===== config.mk =====
export PLATFORM = sky130hd
export DESIGN_NAME = dma_desc_gen
export DESIGN_NICKNAME = d
export VERILOG_FILES = /design/src/rtl/dma_desc_gen.sv
export SDC_FILE = /design/constraint.sdc
export NUM_CORES = 1
export LEC_CHECK = 0
export BUFFER_PORTS_ARGS = -buffer_cell sky130_fd_sc_hd__buf_2
export CAP_MARGIN = 20
export CORE_UTILIZATION = 30
export CTS_CLUSTER_SIZE = 30
export DETAILED_ROUTE_END_ITERATION = 10
export PLACE_DENSITY_LB_ADDON = 0.08
export SLEW_MARGIN = 20
export SYNTH_ARGS = -nofsm -noshare
export SYNTH_HDL_FRONTEND = slang
export SYNTH_SLANG_ARGS = --single-unit

===== constraint.sdc =====
create_clock -name clk -period 3.3 [get_ports clk]
set_input_delay 0.495 -clock clk [delete_from_list [all_inputs] [get_ports clk]]
set_output_delay 0.495 -clock clk [all_outputs]
set_load 0.005 [all_outputs]

===== src/rtl/dma_desc_gen.sv =====
module dma_desc_gen #(
  parameter int RING_SLOTS = 128,
  parameter int UNIT_BYTES = 16,
  parameter int MAX_UNITS  = 1024
) (
  input  logic                            clk,
  input  logic                            rst_n,
  input  logic                            req_valid,
  output logic                            req_ready,
  input  logic [63:0]                     req_host_addr,
  input  logic [31:0]                     req_loc_addr,
  input  logic [31:0]                     req_len,
  input  logic                            req_upstream,
  output logic                            mem_we,
  output logic [$clog2(RING_SLOTS)+2:0]   mem_addr,
  output logic [31:0]                     mem_wdata,
  output logic [31:0]                     wr_ptr,
  output logic                            done
);
  localparam int SLOT_W  = $clog2(RING_SLOTS);
  localparam int UNIT_SH = $clog2(UNIT_BYTES);
  localparam int LINE_SH = $clog2(MAX_UNITS);
  localparam int UNITS_W = 32 - UNIT_SH;

  typedef enum logic [1:0] {S_IDLE, S_WR, S_PUB, S_DONE} st_t;

  st_t               st;
  logic [SLOT_W-1:0] slot;
  logic [2:0]        wsel;
  logic              second;
  logic [63:0]       h_addr;
  logic [31:0]       l_addr;
  logic [UNITS_W-1:0] units;
  logic              up;

  logic               split, has_rem, cur_irq, one_line;
  logic [UNITS_W-1:0] nlines;
  logic [LINE_SH-1:0] rem;
  logic [31:0]        covered;
  logic [63:0]        cur_host;
  logic [31:0]        cur_loc;
  logic [10:0]        cur_size;
  logic [11:0]        cur_lines, cur_pitch;
  logic [SLOT_W-1:0]  slot_nx;

  assign split    = units > UNITS_W'(MAX_UNITS);
  assign nlines   = units >> LINE_SH;
  assign rem      = units[LINE_SH-1:0];
  assign has_rem  = split && (rem != '0);
  assign covered  = 32'(nlines) << (LINE_SH + UNIT_SH);
  assign one_line = second || !split;
  assign cur_irq  = second || !has_rem;
  assign cur_host = second ? h_addr + {32'd0, covered} : h_addr;
  assign cur_loc  = second ? l_addr + covered : l_addr;
  assign cur_size = second ? 11'(rem) : (split ? 11'(MAX_UNITS) : 11'(units));
  assign cur_lines = one_line ? 12'd1 : 12'((nlines << 1) - 1'b1);
  assign cur_pitch = one_line ? 12'd1 : 12'(MAX_UNITS);
  assign slot_nx  = (slot == SLOT_W'(RING_SLOTS - 1)) ? '0 : slot + 1'b1;

  always_comb begin
    case (wsel)
      3'd0:    mem_wdata = cur_host[31:0];
      3'd1:    mem_wdata = cur_host[63:32];
      3'd2:    mem_wdata = {up, 1'b0, cur_loc[29:4], 3'b000, 1'b1};
      3'd3:    mem_wdata = {1'b0, cur_pitch, 4'd0, cur_pitch, 3'd0};
      3'd4:    mem_wdata = {cur_irq, 3'd0, cur_lines, cur_irq, cur_size, 2'b00, 1'b1, 1'b0};
      default: mem_wdata = 32'd0;
    endcase
  end

  assign req_ready = (st == S_IDLE);
  assign mem_we    = (st == S_WR);
  assign mem_addr  = {slot, wsel};
  assign done      = (st == S_DONE);

  always_ff @(posedge clk) begin
    if (!rst_n) begin
      st     <= S_IDLE;
      slot   <= '0;
      wsel   <= '0;
      second <= 1'b0;
      h_addr <= '0;
      l_addr <= '0;
      units  <= '0;
      up     <= 1'b0;
      wr_ptr <= '0;
    end else begin
      case (st)
        S_IDLE: if (req_valid) begin
          h_addr <= req_host_addr;
          l_addr <= req_loc_addr;
          units  <= req_len[31:UNIT_SH];
          up     <= req_upstream;
          wsel   <= '0;
          second <= 1'b0;
          st     <= S_WR;
        end
        S_WR: begin
          wsel <= wsel + 1'b1;
          if (wsel == 3'd7) begin
            slot <= slot_nx;
            if (has_rem && !second) second <= 1'b1;
            else                    st     <= S_PUB;
          end
        end
        S_PUB: begin
          wr_ptr <= {{(30-SLOT_W){1'b0}}, slot, 2'b00};
          st     <= S_DONE;
        end
        default: begin
          second <= 1'b0;
          st     <= S_IDLE;
        end
      endcase
    end
  end

  AST_WE_WHILE_BUSY: assert property (@(posedge clk) disable iff (!rst_n)
    mem_we |-> !req_ready);
  AST_DONE_PULSE: assert property (@(posedge clk) disable iff (!rst_n)
    done |=> !done);
  AST_READY_AFTER_DONE: assert property (@(posedge clk) disable iff (!rst_n)
    done |=> req_ready);
  AST_PTR_HOLD_IDLE: assert property (@(posedge clk) disable iff (!rst_n)
    req_ready |=> $stable(wr_ptr));
  AST_MAIN_NO_IRQ: assert property (@(posedge clk) disable iff (!rst_n)
    (mem_we && mem_addr[2:0] == 3'd4 && has_rem && !second) |-> (mem_wdata[31] == 1'b0 && mem_wdata[15] == 1'b0));
endmodule


# After elaboration in Yosys (flattened, before gate mapping)
# Cells that the tools add are included.
dict set report totals {
  in_bits 132
  wordCells 63
  ff_bits 143
  out_inout_bits 77
}
dict set report op_classes {
  n_eq_ne 13
  n_lt_le_gt_ge 1
  n_addsub 5
  mux 18
  bitwise_logic 1
  reduce_logical 16
}
# operator count
set ops {}
lappend ops {{32-bit one-hot mux with 5 select lines} 1}
lappend ops {{64-bit by 32-bit adder with 64-bit output} 1}
lappend ops {{64-bit 2-to-1 mux} 1}
lappend ops {{11-bit 2-to-1 mux} 3}
lappend ops {{30-bit adder} 1}
lappend ops {{30-bit 2-to-1 mux} 1}
lappend ops {{28-bit by 11-bit greater-than comparator with 1-bit output, second input constant} 1}
lappend ops {{12-bit 2-to-1 mux} 1}
lappend ops {{12-bit by 1-bit subtractor with 12-bit output, second input constant} 1}
lappend ops {{10-bit nonzero test} 1}
lappend ops {{7-bit by 1-bit adder with 7-bit output, second input constant} 1}
lappend ops {{7-bit equality test, second input constant} 1}
lappend ops {{7-bit 2-to-1 mux} 1}
lappend ops {{3-bit by 2-bit equality test with 1-bit output, second input constant} 2}
lappend ops {{3-bit equality test, second input constant} 2}
lappend ops {{2-bit 2-to-1 mux} 3}
lappend ops {{2-bit one-hot mux with 3 select lines} 1}
lappend ops {{3-bit one-hot mux with 2 select lines} 1}
lappend ops {{2-bit AND reduction} 3}
lappend ops {{2-bit equality test, second input constant} 2}
lappend ops {{2-bit by 1-bit inequality test with 1-bit output, second input constant} 2}
lappend ops {{2-bit inequality test, second input constant} 2}
lappend ops {{4-bit AND reduction} 1}
lappend ops {{3-bit by 1-bit adder with 3-bit output, second input constant} 1}
lappend ops {{other kinds (13)} 19}

# Logic depth before layout (Yosys ltp)
dict set report logic_depth {
  word_depth 6
  mapped_depth 12
  ltp_nobuf 11
}

# Worst setup path before layout
# No wires, ideal clock.
dict set report synth_path {
  path_type {reg2out}
  startpoint {register units[10]}
  endpoint {output mem_wdata[14]}
  t_required_ns 2.805
  arrival_time_ns 2.520
  stages_incl_launch_ff 12
  n_path_buf 0
  slack_ns 0.285
  path_cell_list {dfxtp_1 > ha_1 > inv_1 > fa_1 > nor2b_1 > o21ai_0 > a21oi_1 > o211ai_1 > a21o_1 > or3_1 > xor2_1 > o221ai_1}
}
dict set report synth_between {
  elab_chain_len 4
  word_cells_on_any_way 8
  classes_between {add/sub: 2; order compare: 1; mux: 5}
}
# item line_no
set synth_lines {}
lappend synth_lines {{from (decl)} 33} ;# logic [UNITS_W-1:0] units;
lappend synth_lines {{from (signal assigned)} 92} ;# units <= req_len[31:UNIT_SH];
lappend synth_lines {{branches (longest 3 deep; another with 64-bit by 32-bit adder with 64-bit output)} --}
lappend synth_lines {{32-bit one-hot mux with 5 select lines *} 61} ;# case (wsel)
lappend synth_lines {{to (decl)} 16} ;# output logic [31:0] mem_wdata,
# Every way passes the cells marked *.

# Worst setup path after layout
dict set report layout_path {
  startpoint {register units[11]}
  endpoint {output mem_wdata[29]}
}
dict set report layout_between {
  elab_chain_len 5
  word_cells_on_any_way 9
  classes_between {add/sub: 2; order compare: 1; mux: 4; reduce/logical: 2}
}
# item line_no
set layout_lines {}
lappend layout_lines {{branches (longest 4 deep; another with 64-bit by 32-bit adder with 64-bit output)} --}
lappend layout_lines {{32-bit one-hot mux with 5 select lines *} 61}
# Marked as above.

==> impl_metrics.csv <==
group,metric,value,unit
cells_and_area,layout.nets,1549,
global_routing,track_usage,21.36,%
clocking,cts-buffers-inserted,17,
detailed_routing,routed_wl,32.25,mm
pwr,combPwrFrac,41.9,%
cells_and_area,drive_gt1_share,30.53,%
setup_path,critPathTopFamily,"compound AO/OA/AOI/OAI gates",
clocking,cts_tree,"done",
setup_path,critPathMaxFanout,6,
placement,hpwlAfterDp,24.73,mm
synth,ys_async_sr_fraction,0,%
detailed_routing,wl_per_cell,18.29,um
detailed_routing,via_count,8870,
pwr,p_int,4.402,mW
pwr,switching_share,39.80,%
detailed_routing,ant_nets,0,
clocking,clock_path_buffers,2,
setup_path,crit_chain,"buf_6 -> ha_4 -> a211oi_4 -> o211ai_2 -> nand4_1 -> and4bb_2 -> o31ai_4 -> buf_6 -> buf_6 -> nand4_1 -> xor2_1 -> o211ai_1 -> buf_2",
pwr,clkPwrFrac,26.4,%
synth,ys.flop_type,"dfxtp_1",
timing,clock.fmax,279.4,MHz
timing,post-route-period-util,108.5,%
setup_path,crit_path_start_kind,"flip-flop",
timing,max_slew_margin,38.50,%
pwr,finalPower,7.312,mW
floorplanning,die_height,174.3,um
run,maxCapViolCount,0,
clocking,insertion_delay,0.44,ns
clocking,cts_sinks,139,
synth,ys_seq_elements,139,
min_path,hold_class,"input pin to flip-flop",
floorplanning,rows,62,
timing,setup_viol,29,
pwr,power_density,610.6,nW/um^2
setup_path,cp.required,2.80,ns
detailed_routing,dr.first_iter.drc_count,610,
pwr,ir_drop,0.4475,mV
global_routing,antenna_found_initial,0,
setup_path,slowest_stage,"dfxtp_2",
clocking,htreeDepth,4,
detailed_routing,drc,0,
pwr,seqPwrFrac,31.7,%
timing,holdWs,0.2976,ns
placement,dpl_cell_area,10630,sq um
floorplanning,die_w,174.3,um
timing,slew_viol_final,0,
setup_path,critPathMostFrequentCell,"buf_6",
pwr,p_switching,2.910,mW
timing,rsz0062_at_grt,"yes",
setup_path,cp_num_buf_inv,4,
setup_path,cpPeakStageDelay,0.32,ns
detailed_routing,dr.pass1.iters,4,
status,violations,"setup timing",
clocking,clk_pin_slew,0.07,ns
setup_path,crit_path_end_kind,"primary output",
synth,netlist_area,8907,sq um
floorplanning,die_area,30380,sq um
setup_path,critPathKind,"flip-flop to primary output",
timing,finalHoldViolations,0,
synth,synth-edff-count,0,
timing,skew,0.01106,ns
synth,synth_cell_type_count,68,
global_routing,grt_max_degree,63,
detailed_routing,routed_via_density,5.031,
placement,portBuffers,173,
floorplanning,initial_core_util,30.78,%
floorplanning,fp.coreArea,28940,sq um
timing,fin_ws,-0.2795,ns
floorplanning,ios,209,
cells_and_area,n_antenna_cell,0,
cells_and_area,area_delta_synth_final,34.44,%
synth,yosysSeqAreaShare,31.24,%
clocking,cts_root_buf,"clkbuf_16",
placement,gp_congestion,0.8580,
setup_path,crit_arrival,3.08,ns
synth,syn_inst,1141,
timing,post-route-min-period,3.579,ns
timing,worst_slew_pin_slew,0.9203,ns
status,status,"complete, but fails checks",
pwr,p_leak,5.064,nW
global_routing,grt_pass1_vias,8816,
synth,syn_area_per_cell,7.807,sq um
global_routing,grt_pass1_wl,49.72,mm
synth,ys_warn_count,0,
cells_and_area,final_area,11980,sq um
global_routing,grt_overflow,0,
-- tightest hold or removal path: cells and delay by family --
family                 cells  cell delay (ns)
AO/OA/AOI/OAI              1             0.06
AND/OR/NAND/NOR            1             0.04
buffers and inverters      1             0.09
-- cells in the final DEF, fill, tap and decap left out, types with 12 or more instances in the layout --
cell type and n:
a21o_1 13, o21ai_2 15, o21ai_0 24, nor2_1 30, buf_2 172, nor2b_1 15
o21ai_1 12, a21oi_1 23, dfxtp_1 129, nand2_1 279, nand3_1 23, xor2_1 27
and3_1 17, mux2i_1 12, ha_1 35, nand4_1 13, clkbuf_16 17, a21boi_0 121
inv_1 13, conb_1 25, xnor2_1 25, buf_4 89
-- stage by stage --
stage | std cells | setup WS [ns] | utilization [%] | setup TNS, ns
2_1_floorplan | 1165 | 0.2854 | - | 0
3_3_place_gp | 1721 | -0.1987 | 36.72 | -1.500
3_5_place_dp | 1721 | -0.1801 | 36.72 | -1.342
4_1_cts | 1759 | -0.3197 | 39.92 | -6.776
5_1_grt | 1763 | -0.3839 | 41.39 | -8.187
6_report | 1763 | -0.2795 | 41.39 | -4.424
-- sequential cells by signal, indices dropped and copies added, names as in the netlist, 2 cells and up --
signal	flops
units	28
l_addr	26
wsel	3
wr_ptr	7
slot	7
st	2
h_addr	64
-- layout make-up --
type / instances / area [sq um]
flip-flops and latches: 139 / 2798
clock inverters: 12 / 141.4
repair buffers: 273 / 1690
fillers: 3032 / 16960
inverters: 16 / 60.06
multi-input cells: 921 / 6366
well taps: 384 / 480.5
clock buffers: 18 / 439.2
-- routing by layer --
| metal | GRT usage, % | part of all wire [%] | up-vias |
|---|---|---|---|
| met3 | 3.303 | 4.6 | 29 |
| met4 | 6.652 | 1.6 | 0 |
| met1 | 27.40 | 45 | 4180 |
| met2 | 36.50 | 49 | 229 |
| met5 | 0 | 0 | - |
| li1 | - | - | 4432 |
-- path summary, 6_finish.rpt --
check / startpoint / to / slack [ns] / cells after the start
max: units[11] / mem_wdata[29] / -0.28 / 13
min: req_len[30] / units[26] / 0.30 / 3
max reg2reg: units[10] / second / 0.85 / 9
min reg2reg: h_addr[1] / h_addr[1] / 0.46 / 2
-- power groups by stage --
stage / sequential [mW] / combinational, mW / clock (mW)
floorplan: 2.23 / 1.73 / 0
global placement: 2.32 / 2.84 / 0
detailed placement: 2.33 / 2.86 / 0
CTS: 2.30 / 2.98 / 2.00
global route: 2.36 / 3.38 / 2.07
finish: 2.32 / 3.06 / 1.93
-- kinds of logic after synthesis --
kind of cell / count (synthesis) / share of synthesized area (%)
AND/OR/NAND/NOR: 458 / 23.25
AO/OA/AOI/OAI: 309 / 24.81
flip-flops: 139 / 31.24
buffers and inverters: 105 / 5.520
XOR/XNOR: 66 / 6.490
adder cells (fa/ha/maj): 49 / 7.052
multiplexers: 14 / 1.601
other: 1 / 0.04210
-- timing repair --
| item | CTS | global route |
|---|---|---|
| hold buffers | 0 | 0 |
| gates resized for setup | 65 | 72 |
| setup endpoints to repair | 32 | 32 |
| pin swaps | 39 | 45 |
| buffers inserted | 9 | 4 |
-- synth_stat cells, types with 3 or more instances --
cell,number,share of area (%)
a211oi_1,6,0.51
a21boi_0,121,10
a21o_1,13,1.1
a21oi_1,28,1.6
a221o_1,3,0.34
a221oi_1,9,0.89
a222oi_1,10,1.1
a22oi_1,8,0.67
a31oi_1,5,0.35
and2_1,9,0.63
and3_1,19,1.3
and4_1,7,0.69
buf_2,3,0.17
buf_4,25,2.1
clkbuf_1,59,2.5
dfxtp_1,139,31
ha_1,47,6.6
inv_1,14,0.59
mux2i_1,12,1.3
nand2_1,282,12
nand2b_1,7,0.49
nand3_1,30,1.7
nand4_1,13,0.91
nor2_1,34,1.4
nor2b_1,19,1.3
nor3_1,10,0.56
nor4_1,8,0.56
o211ai_1,7,0.59
o21a_1,3,0.25
o21ai_0,28,1.6
o21ai_1,23,1.3
o21bai_1,4,0.34
o221ai_1,7,0.69
o22ai_1,10,0.70
or3_1,8,0.56
xnor2_1,30,2.9
xor2_1,36,3.5
Note: power is estimated with default switching activity, not from simulation.
